[config.mk]
export PLATFORM = sky130hd
export DESIGN_NAME = if_window_counter
export DESIGN_NICKNAME = d
export VERILOG_FILES = /design/src/rtl/ifwc_pkg.sv /design/src/rtl/ifwc_gate_timer.sv /design/src/rtl/ifwc_down_counter.sv /design/src/rtl/ifwc_window_judge.sv /design/src/rtl/if_window_counter.sv
export SDC_FILE = /design/constraint.sdc
export NUM_CORES = 1
export LEC_CHECK = 0
export BUFFER_PORTS_ARGS = -buffer_cell sky130_fd_sc_hd__buf_4
export CORE_UTILIZATION = 40
export DETAILED_ROUTE_END_ITERATION = 7
export RECOVER_POWER = 100
export SLEW_MARGIN = 20
export SYNTH_ARGS = -nofsm -noshare
export SYNTH_HDL_FRONTEND = slang
export SYNTH_HIERARCHICAL = 1
export SYNTH_SLANG_ARGS = --single-unit
export TNS_END_PERCENT = 10
[constraint.sdc]
create_clock -name clk -period 12.43 [get_ports clk]
set_clock_uncertainty 0.15 [all_clocks]
set_input_delay 0.6215 -clock clk [delete_from_list [all_inputs] [get_ports clk]]
set_output_delay 0.6215 -clock clk [all_outputs]
set_load 0.01 [all_outputs]
[src/rtl/ifwc_pkg.sv]
package ifwc_pkg;
   typedef enum logic [1:0] {
      MODE_FM   = 2'd0,
      MODE_AMUP = 2'd1,
      MODE_AM   = 2'd2,
      MODE_RSV  = 2'd3
   } ifwc_mode_e;

   typedef enum logic [1:0] {
      ST_IDLE = 2'd0,
      ST_GATE = 2'd1,
      ST_EVAL = 2'd2,
      ST_DONE = 2'd3
   } ifwc_state_e;
endpackage

[src/rtl/ifwc_gate_timer.sv]
module ifwc_gate_timer #(
   parameter int unsigned GATE_W = 24
) (
   input  logic              clk,
   input  logic              rst_n,
   input  logic              load,
   input  logic              abort,
   input  logic [GATE_W-1:0] len,
   output logic              active,
   output logic              last
);
   logic [GATE_W-1:0] rem;

   assign last = active && (rem == '0);

   always_ff @(posedge clk or negedge rst_n) begin
      if (!rst_n) begin
         rem    <= '0;
         active <= 1'b0;
      end else if (abort) begin
         active <= 1'b0;
      end else if (load) begin
         rem    <= len - GATE_W'(1);
         active <= 1'b1;
      end else if (active) begin
         if (rem == '0) active <= 1'b0;
         else           rem    <= rem - GATE_W'(1);
      end
   end

   AST_GATE_SINGLE_END: assert property (@(posedge clk) disable iff (!rst_n)
      last |=> !last);
   AST_GATE_LEN_NONZERO: assert property (@(posedge clk) disable iff (!rst_n)
      load |-> (len != '0));
endmodule

[src/rtl/ifwc_down_counter.sv]
module ifwc_down_counter #(
   parameter int unsigned CNT_W   = 21,
   parameter int unsigned SINCE_W = 4
) (
   input  logic               clk,
   input  logic               rst_n,
   input  logic               load,
   input  logic [CNT_W-1:0]   preload,
   input  logic               tick,
   output logic [CNT_W-1:0]   cnt,
   output logic               uf_seen,
   output logic [SINCE_W-1:0] since_uf
);
   localparam logic [SINCE_W-1:0] SINCE_MAX = '1;

   logic [CNT_W-1:0] preload_q;

   always_ff @(posedge clk or negedge rst_n) begin
      if (!rst_n) begin
         cnt       <= '0;
         preload_q <= '0;
         uf_seen   <= 1'b0;
         since_uf  <= '0;
      end else if (load) begin
         cnt       <= preload;
         preload_q <= preload;
         uf_seen   <= 1'b0;
         since_uf  <= '0;
      end else if (tick) begin
         if (cnt == '0) cnt <= preload_q;
         else           cnt <= cnt - CNT_W'(1);
         if (uf_seen) begin
            if (since_uf != SINCE_MAX) since_uf <= since_uf + SINCE_W'(1);
         end else if (cnt == '0) begin
            uf_seen <= 1'b1;
         end
      end
   end

   AST_WRAP_RELOADS: assert property (@(posedge clk) disable iff (!rst_n)
      (tick && !load && cnt == '0) |=> (cnt == $past(preload_q) && uf_seen));
endmodule

[src/rtl/ifwc_window_judge.sv]
module ifwc_window_judge #(
   parameter int unsigned CNT_W   = 21,
   parameter int unsigned EW_W    = 2,
   parameter int unsigned SINCE_W = 4
) (
   input  logic [CNT_W-1:0]   cnt,
   input  logic               uf_seen,
   input  logic [SINCE_W-1:0] since_uf,
   input  logic [EW_W-1:0]    win_sel,
   output logic               pass
);
   logic [CNT_W-1:0]   tol_cnt;
   logic [SINCE_W-1:0] tol_since;

   always_comb begin
      tol_cnt   = CNT_W'(1) << win_sel;
      tol_since = SINCE_W'(1) << win_sel;
      if (uf_seen) pass = (since_uf <= tol_since);
      else         pass = (cnt < tol_cnt);
   end
endmodule

[src/rtl/if_window_counter.sv]
module if_window_counter
   import ifwc_pkg::*;
#(
   parameter int unsigned CNT_W        = 21,
   parameter int unsigned CF_W         = 5,
   parameter int unsigned EW_W         = 2,
   parameter int unsigned SEL_W        = 3,
   parameter int unsigned FM_BASE_CLKS = 8000,
   parameter int unsigned AM_BASE_CLKS = 50000,
   parameter int unsigned K_FM         = 1697,
   parameter int unsigned K_AMUP       = 10689,
   parameter int unsigned K_AM         = 489
) (
   input  logic             clk,
   input  logic             rst_n,
   input  logic             pll_locked,
   input  logic             count_en,
   input  logic [1:0]       mode,
   input  logic [SEL_W-1:0] gate_sel,
   input  logic [CF_W-1:0]  centre_trim,
   input  logic [EW_W-1:0]  win_sel,
   input  logic             if_tick,
   output logic             search_stop
);
   localparam int unsigned MAX_BASE = (FM_BASE_CLKS > AM_BASE_CLKS) ? FM_BASE_CLKS : AM_BASE_CLKS;
   localparam int unsigned MAX_SHIFT = (2 ** SEL_W) - 1;
   localparam int unsigned GATE_W   = $clog2(MAX_BASE) + MAX_SHIFT + 1;
   localparam int unsigned MAX_TOL  = 2 ** ((2 ** EW_W) - 1);
   localparam int unsigned SINCE_W  = $clog2(MAX_TOL + 2);
   localparam int unsigned MAX_K    = (K_AMUP > K_FM) ? ((K_AMUP > K_AM) ? K_AMUP : K_AM)
                                                      : ((K_FM > K_AM) ? K_FM : K_AM);

   generate
      if (MAX_K + (2 ** CF_W) >= (2 ** CNT_W)) begin : g_bad_cnt_w
         $error("counter width too small for preload");
      end
      if (FM_BASE_CLKS == 0 || AM_BASE_CLKS == 0) begin : g_bad_base
         $error("base gate lengths must be nonzero");
      end
      if (CNT_W < 2 || EW_W < 1 || SEL_W < 1) begin : g_bad_widths
         $error("field widths out of range");
      end
   endgenerate

   ifwc_state_e       state;
   logic              go, start, abort, pass;
   logic              gate_active, gate_last;
   logic [GATE_W-1:0] base_len, gate_len;
   logic [CNT_W-1:0]  preload, cnt;
   logic              uf_seen;
   logic [SINCE_W-1:0] since_uf;
   logic [EW_W-1:0]   ew_q;

   assign go    = pll_locked && count_en;
   assign start = (state == ST_IDLE) && go;
   assign abort = ((state == ST_GATE) || (state == ST_EVAL)) && !go;

   always_comb begin
      case (ifwc_mode_e'(mode))
         MODE_AMUP: begin
            base_len = GATE_W'(AM_BASE_CLKS);
            preload  = CNT_W'(K_AMUP) + CNT_W'(centre_trim);
         end
         MODE_AM: begin
            base_len = GATE_W'(AM_BASE_CLKS);
            preload  = CNT_W'(K_AM) + CNT_W'(centre_trim);
         end
         default: begin
            base_len = GATE_W'(FM_BASE_CLKS);
            preload  = CNT_W'(K_FM) + CNT_W'(centre_trim);
         end
      endcase
      gate_len = base_len << gate_sel;
   end

   ifwc_gate_timer #(.GATE_W(GATE_W)) u_gate (
      .clk    (clk),
      .rst_n  (rst_n),
      .load   (start),
      .abort  (abort),
      .len    (gate_len),
      .active (gate_active),
      .last   (gate_last)
   );

   ifwc_down_counter #(.CNT_W(CNT_W), .SINCE_W(SINCE_W)) u_cnt (
      .clk      (clk),
      .rst_n    (rst_n),
      .load     (start),
      .preload  (preload),
      .tick     ((state == ST_GATE) && gate_active && if_tick),
      .cnt      (cnt),
      .uf_seen  (uf_seen),
      .since_uf (since_uf)
   );

   ifwc_window_judge #(.CNT_W(CNT_W), .EW_W(EW_W), .SINCE_W(SINCE_W)) u_judge (
      .cnt      (cnt),
      .uf_seen  (uf_seen),
      .since_uf (since_uf),
      .win_sel  (ew_q),
      .pass     (pass)
   );

   always_ff @(posedge clk or negedge rst_n) begin
      if (!rst_n) begin
         state       <= ST_IDLE;
         search_stop <= 1'b0;
         ew_q        <= '0;
      end else begin
         case (state)
            ST_IDLE: if (go) begin
               state       <= ST_GATE;
               search_stop <= 1'b0;
               ew_q        <= win_sel;
            end
            ST_GATE: begin
               if (!go) begin
                  state       <= ST_IDLE;
                  search_stop <= 1'b0;
               end else if (gate_last) begin
                  state <= ST_EVAL;
               end
            end
            ST_EVAL: begin
               if (!go) begin
                  state       <= ST_IDLE;
                  search_stop <= 1'b0;
               end else begin
                  state       <= ST_DONE;
                  search_stop <= pass;
               end
            end
            default: if (!go) state <= ST_IDLE;
         endcase
      end
   end

   AST_CLEAR_ON_START: assert property (@(posedge clk) disable iff (!rst_n)
      (state == ST_IDLE && go) |=> (!search_stop && state == ST_GATE));
   AST_IDLE_WAITS: assert property (@(posedge clk) disable iff (!rst_n)
      (state == ST_IDLE && !go) |=> (state == ST_IDLE && $stable(search_stop)));
   AST_RISE_AT_RESULT: assert property (@(posedge clk) disable iff (!rst_n)
      $rose(search_stop) |-> $past(state == ST_EVAL));
   AST_ABORT_CLEARS: assert property (@(posedge clk) disable iff (!rst_n)
      ((state == ST_GATE || state == ST_EVAL) && !go) |=> (!search_stop && state == ST_IDLE));
   AST_HOLD_RESULT: assert property (@(posedge clk) disable iff (!rst_n)
      (state == ST_DONE) |=> $stable(search_stop));
   AST_ONE_PER_QUALIFY: assert property (@(posedge clk) disable iff (!rst_n)
      (state == ST_DONE && go) |=> (state == ST_DONE));
endmodule

* Word-level counts from Yosys, hierarchy flattened *
Index checks and enable logic that the tools add are counted.

operators by class
  add/sub/neg operators = 7
  order comparisons = 2
  equal/unequal tests = 10
  shift operators = 3
  muxes and demuxes = 31
  bitwise operators = 1
  reduce and logical (&&, ||, !) cells = 22

operator list
  cell                                                  number
  two-way mux 24 bit                                    3
  two-way mux 21 bit                                    3
  subtractor 24 x 1 -> 24 bit (second input constant)   2
  one-hot mux 15 bit (2 select lines)                   1
  zero test 24 bit                                      1
  << shifter 24 x 3 -> 24 bit                           1
  zero test 21 bit                                      1
  less-than comparator 21 bit                           1
  << shifter 1 x 2 -> 21 bit (first input constant)     1
  subtractor 21 x 1 -> 21 bit (second input constant)   1
  two-way mux 16 bit                                    1
  two-way mux 4 bit                                     4
  adder 14 x 5 -> 15 bit (first input constant)         1
  adder 11 x 5 -> 12 bit (first input constant)         1
  two-way mux 1 bit                                     12
  AND reduction 3 bit                                   4
  adder 9 x 5 -> 10 bit (first input constant)          1
  two-way mux 2 bit                                     5
  nonzero test 2 bit                                    4
  logical AND 1 bit                                     6
  inequality test 2 bit (second input constant)         3
  one-hot mux 2 bit (3 select lines)                    1
  adder 4 x 1 -> 4 bit (second input constant)          1
  equality test 2 x 1 -> 1 bit (second input constant)  2
  other kinds (14)                                      15

storage, ports and cells
  register bits after elaboration = 77
  bits of input ports = 17
  output and inout port bits = 1
  logic and storage cells = 85

* Longest topological paths before layout *
  word-level depth = 6
  depth in mapped cells = 16
  depth with buffers taken out = 11

* Cells and area by module *
Netlist, hierarchy kept.

modules (own cells, without submodules)
  module             instances  cells an instance  area an instance (sq um)
  ifwc_down_counter  1          256                2,576.2
  ifwc_gate_timer    1          271                2,204.6
  if_window_counter  1          129                899.6
  ifwc_window_judge  1          31                 226.5

* Worst setup path after synthesis *
No wires, ideal clock.

  path kind = reg-to-reg
  start point = register state[0]
  end point = register u_gate.rem[14]
  arrival = 3.909 ns
  data required time = 12.159 ns
  path slack = 8.250 ns
  stages on the path, launching flop included = 17
  period minus slack after synthesis = 4.180 ns
  path through = dfrtp_1 -> inv_1 -> ha_1 -> and3_1 -> buf_6 -> buf_4 -> buf_6 -> clkbuf_1 -> clkbuf_1 -> mux2i_1 -> ha_1 -> nor4b_2 -> nor2_1 -> or4_1 -> nor3b_1 -> a21oi_1 -> o22a_1

RTL lines
  item                                                                          RTL line                  RTL
  start: declaration                                                            if_window_counter.sv:45   ifwc_state_e state;
  start signal: assignment                                                      if_window_counter.sv:107  state <= ST_IDLE;
  start signal: assignment                                                      if_window_counter.sv:113  state <= ST_GATE;
  start signal: assignment                                                      if_window_counter.sv:119  state <= ST_IDLE;
  zero test 2 bit (*)                                                           if_window_counter.sv:55   assign start = (state == ST_IDLE) && go;
  logical AND 1 bit (*)                                                         if_window_counter.sv:55
  net start                                                                     if_window_counter.sv:46   logic go, start, abort, pass;
  inequality test 2 bit (no line) / nonzero test 2 bit (equally long branches)  n/a
  AND reduction 3 bit (no line)                                                 n/a
  end signal: assignment                                                        ifwc_gate_timer.sv:23     rem <= len - GATE_W'(1);
  end signal: assignment                                                        ifwc_gate_timer.sv:27     else rem <= rem - GATE_W'(1);
  end: declaration                                                              ifwc_gate_timer.sv:12     logic [GATE_W-1:0] rem;

Mark *: on every way through the listed nets, which the timed path passes. The rest lies on a longest branch.
A chain may end at the register's enable or synchronous reset.

* Worst setup path in the final report *
  start point = register state[0]
  end point = register u_cnt.cnt[13]

RTL lines
  item                                                             RTL line                 RTL
  zero test 2 bit (*)                                              if_window_counter.sv:55
  logical AND 1 bit (*)                                            if_window_counter.sv:55
  net start                                                        if_window_counter.sv:46
  two-way mux 21 bit / nonzero test 2 bit (equally long branches)  n/a
  end signal: assignment                                           ifwc_down_counter.sv:25  cnt <= preload;
  end signal: assignment                                           ifwc_down_counter.sv:30  if (cnt == '0) cnt <= preload_q;
  end signal: assignment                                           ifwc_down_counter.sv:31  else cnt <= cnt - CNT_W'(1);
  end: declaration                                                 ifwc_down_counter.sv:10  output logic [CNT_W-1:0] cnt,

Marks and branches as above.

==> impl_metrics.yaml <==
sta:
  hold_violations: 0
  finalMaxSlewViolations: 217
  worst_pin_slew_ps: 4330
  whs_ps: 356
  grt_setup_unrepaired: "no"
  setup-tns-final_ps: 0
  setup_violations: 0
  maxClockFrequency_mhz: 144
  slew_headroom_pct: -189
  period_share_pct: 55.7
  period_minus_slack_ps: 6930
worst_hold_path:
  holdPathStages: 1
  hold_path_end: "u_cnt/preload_q[14]"
  hold_class: "register to register"
  hp-start: "u_cnt/preload_q[14]"
synth:
  synth_top_area_share_pct: 32.6
  synth_ff_type: "dfrtp_1"
  avgSynthCellArea_um2: 8.60
  yosysWarnings: 6
  ys_top_cells_by_area: "dfrtp_1, o21ai_0, ha_1, nor2_1, mux2_2"
  synth-seq-cells: 77
  synthCells: 687
  netlist_area_mm2: 0.00591
  synth_cell_types: 75
  ys_seq_area_share_pct: 32.6
  async_flop_share_pct: 100
  synth_edf_count: 0
  yosysTopAreaCell: "dfrtp_1"
route:
  wire_per_inst_um: 17.4
  totalWireLength_um: 15500
  antenna_left: 0
  first_pass_iters: 5
  drt_iter0_drc: 436
  vias: 5336
  detail_route.vias_per_cell: 5.98
  drc: 0
power:
  switching_share_pct: 43.7
  comb_power_share_pct: 41.9
  p_leak_nw: 2.56
  internal_power_uw: 769
  power_switching_uw: 597
  seqPwrFrac_pct: 37.7
  vdd_ir_drop_max_mv: 0.110
  power_mw: 1.37
  clkPwrFrac_pct: 20.4
  p_per_area_mw_per_mm2: 213
clock_network:
  cts_buffer_depth: 2
  cts_tree: "yes"
  clock_sinks: 77
  cts.clk_slew.worst_paths_ps: 60
  insertion_delay_ps: 350
  holdBufCountCts: 0
  post_cts_buffers: 0
  ctsHtreeMaxLevel: 3
  post_cts_resized: 0
  cts_inserted_buffers: 9
  ctsRootBufferMaster: "clkbuf_16"
worst_setup_path:
  max_stage_delay_ps: 2410
  slowest_stage: "clkbuf_1"
  path_max_fanout: 76
  reg2reg_slack_ps: 5500
  endpoint_kind: "register"
  crit_path_cell_trace: "inv_1 -> ha_1 -> and3_1 -> clkbuf_1 -> nor2_1 -> a22o_1 -> a31oi_1 -> o21ai_0"
  r2r_end: "u_cnt/cnt[13]"
  reg2reg_from: "state[0]"
  r2r_cells: 8
  worstPathArrival_ps: 6970
  crit_type: "register to register"
  crit_path_start_kind: "register"
  required_ps: 12470
grt:
  grt_pass1_vias: 4985
  grt_max_degree: 78
  antenna_found_initial: 0
  grt_pass1_wl_um: 25600
  grt_overflow: 0
  grt_usage_pct: 21.8
die:
  coreArea_mm2: 0.0145
  initial_utilization_pct: 40.8
  pin_count: 18
  die_h_um: 124
  dieArea_mm2: 0.0153
  row_count: 44
  fp.dieW_um: 124
run_status:
  status: "finished with violations"
  violations: "max-capacitance violations, max-slew violations"
place:
  portBuffers: 17
  dpl.hpwl_um: 10800
  gp_congestion: 0.865
finish:
  drive_above_1_share_pct: 9.17
  finalNetCount: 740
  diodes: 0
  syn_to_final_growth_pct: 8.66
job:
  cap_violations: 3
## kinds of logic (layout without fill, tap and decap cells)
family          Yosys count  in the layout  share of synthesized area [%]
simple gates            263            263                           25.6
compound gates          189            189                           20.6
flops                    77             77                           32.6
buf+inv                  66             62                           5.36
xor+xnor                 37             37                           5.49
mux                      35             35                           6.29
fa+ha+maj                19             19                           4.02
other cells               1             27                         0.0635
## how the worst max path moves through the flow
stage | startpoint | depth (start not counted) | to | slack, ps
finish | state[0] | 8 | u_cnt/cnt[13] | 5500
global route | state[1] | 10 | u_gate/rem[23] | 5010
CTS | mode[0] | 11 | u_gate/rem[15] | 8230
detailed placement | mode[0] | 11 | u_gate/rem[15] | 7870
global placement | mode[0] | 11 | u_gate/rem[15] | 8020
floorplan | state[0] | 16 | u_gate/rem[14] | 8250
## per-stage QoR
stage               setup WS, ps  area, um^2  util [%]  cells
floorplan                   8250        6000         -    713
detailed placement          7870        6170      42.6    877
global route                5010        6420      44.3    893
global placement            8020        6170      42.6    877
CTS                         8230        6480      44.8    893
finish                      5500        6420      44.3    893
## metal layers
metal  GRT usage, %  up-vias  part of all wire (%)
li1               -     2559                     -
met1           30.1     2600                    47
met2           33.8      150                    46
met3           3.78       27                   4.5
met4           9.04        0                   2.1
met5              0        -                     0
## cell usage in the layout, fill, tap and decap left out, types with 7 or more instances in the layout
master / n
clkbuf_16: 9
buf_4: 15
inv_1: 27
nand3_1: 16
nand2_1: 43
xor2_1: 18
o21ai_0: 67
a221o_1: 8
conb_1: 27
ha_1: 19
nor4_1: 21
mux2i_1: 18
a21oi_1: 31
a22oi_1: 14
dfrtp_1: 77
or3_1: 11
a31oi_1: 11
nor3_1: 31
xnor2_1: 19
nor3b_1: 12
nand4_1: 8
nand2b_1: 7
mux2_2: 17
and3_1: 7
nor2_1: 61
## power by group through the flow
stage               Sequential (mW)  Clock [mW]  Combinational [mW]
finish                        0.515       0.279               0.571
CTS                           0.511       0.285               0.579
detailed placement            0.513           0               0.576
global placement              0.511           0               0.552
global route                  0.532       0.294               0.642
floorplan                     0.463           0               0.471
## sequential cells by signal (all words and copies together), names as in the netlist
register	cells
u_gate/rem	24
u_cnt/cnt	21
u_cnt/preload_q	21
u_cnt/since_uf	4
ew_q	2
state	2
search_stop	1
u_cnt/uf_seen	1
u_gate/active	1
## cells in the mapped netlist, drive strengths merged, types with 7 or more instances
cell type   n
xor2       18
nor3b      12
clkbuf     19
o21ai      71
nand2      44
a31oi      11
dfrtp      77
xnor2      19
a22oi      14
a221o       8
a21oi      31
ha         19
inv        27
nand2b      7
and3        8
buf        20
nor3       32
nor2       62
nand3      18
nor4       27
mux2       17
or3        11
mux2i      18
nand4       8
## worst max-delay path, delay by kind of cell (launching register included)
family | cells | cell delay [ps]
AOI/OAI and AO/OA | 3 | 720
and+or+nand+nor | 2 | 2600
buffers and inverters | 2 | 2540
adders and majority gates | 1 | 280
DFF | 1 | 410
## final cells by class
| class | count | area (um^2) |
|---|---|---|
| tap | 184 | 230 |
| inverter | 27 | 101 |
| clock inverter | 4 | 56.3 |
| sequential | 77 | 1930 |
| fill | 1434 | 8060 |
| multi-input combinational | 570 | 3720 |
| clock buffer | 12 | 256 |
| timing repair buffer | 19 | 128 |
Note: power is estimated with default switching activity, not from simulation.
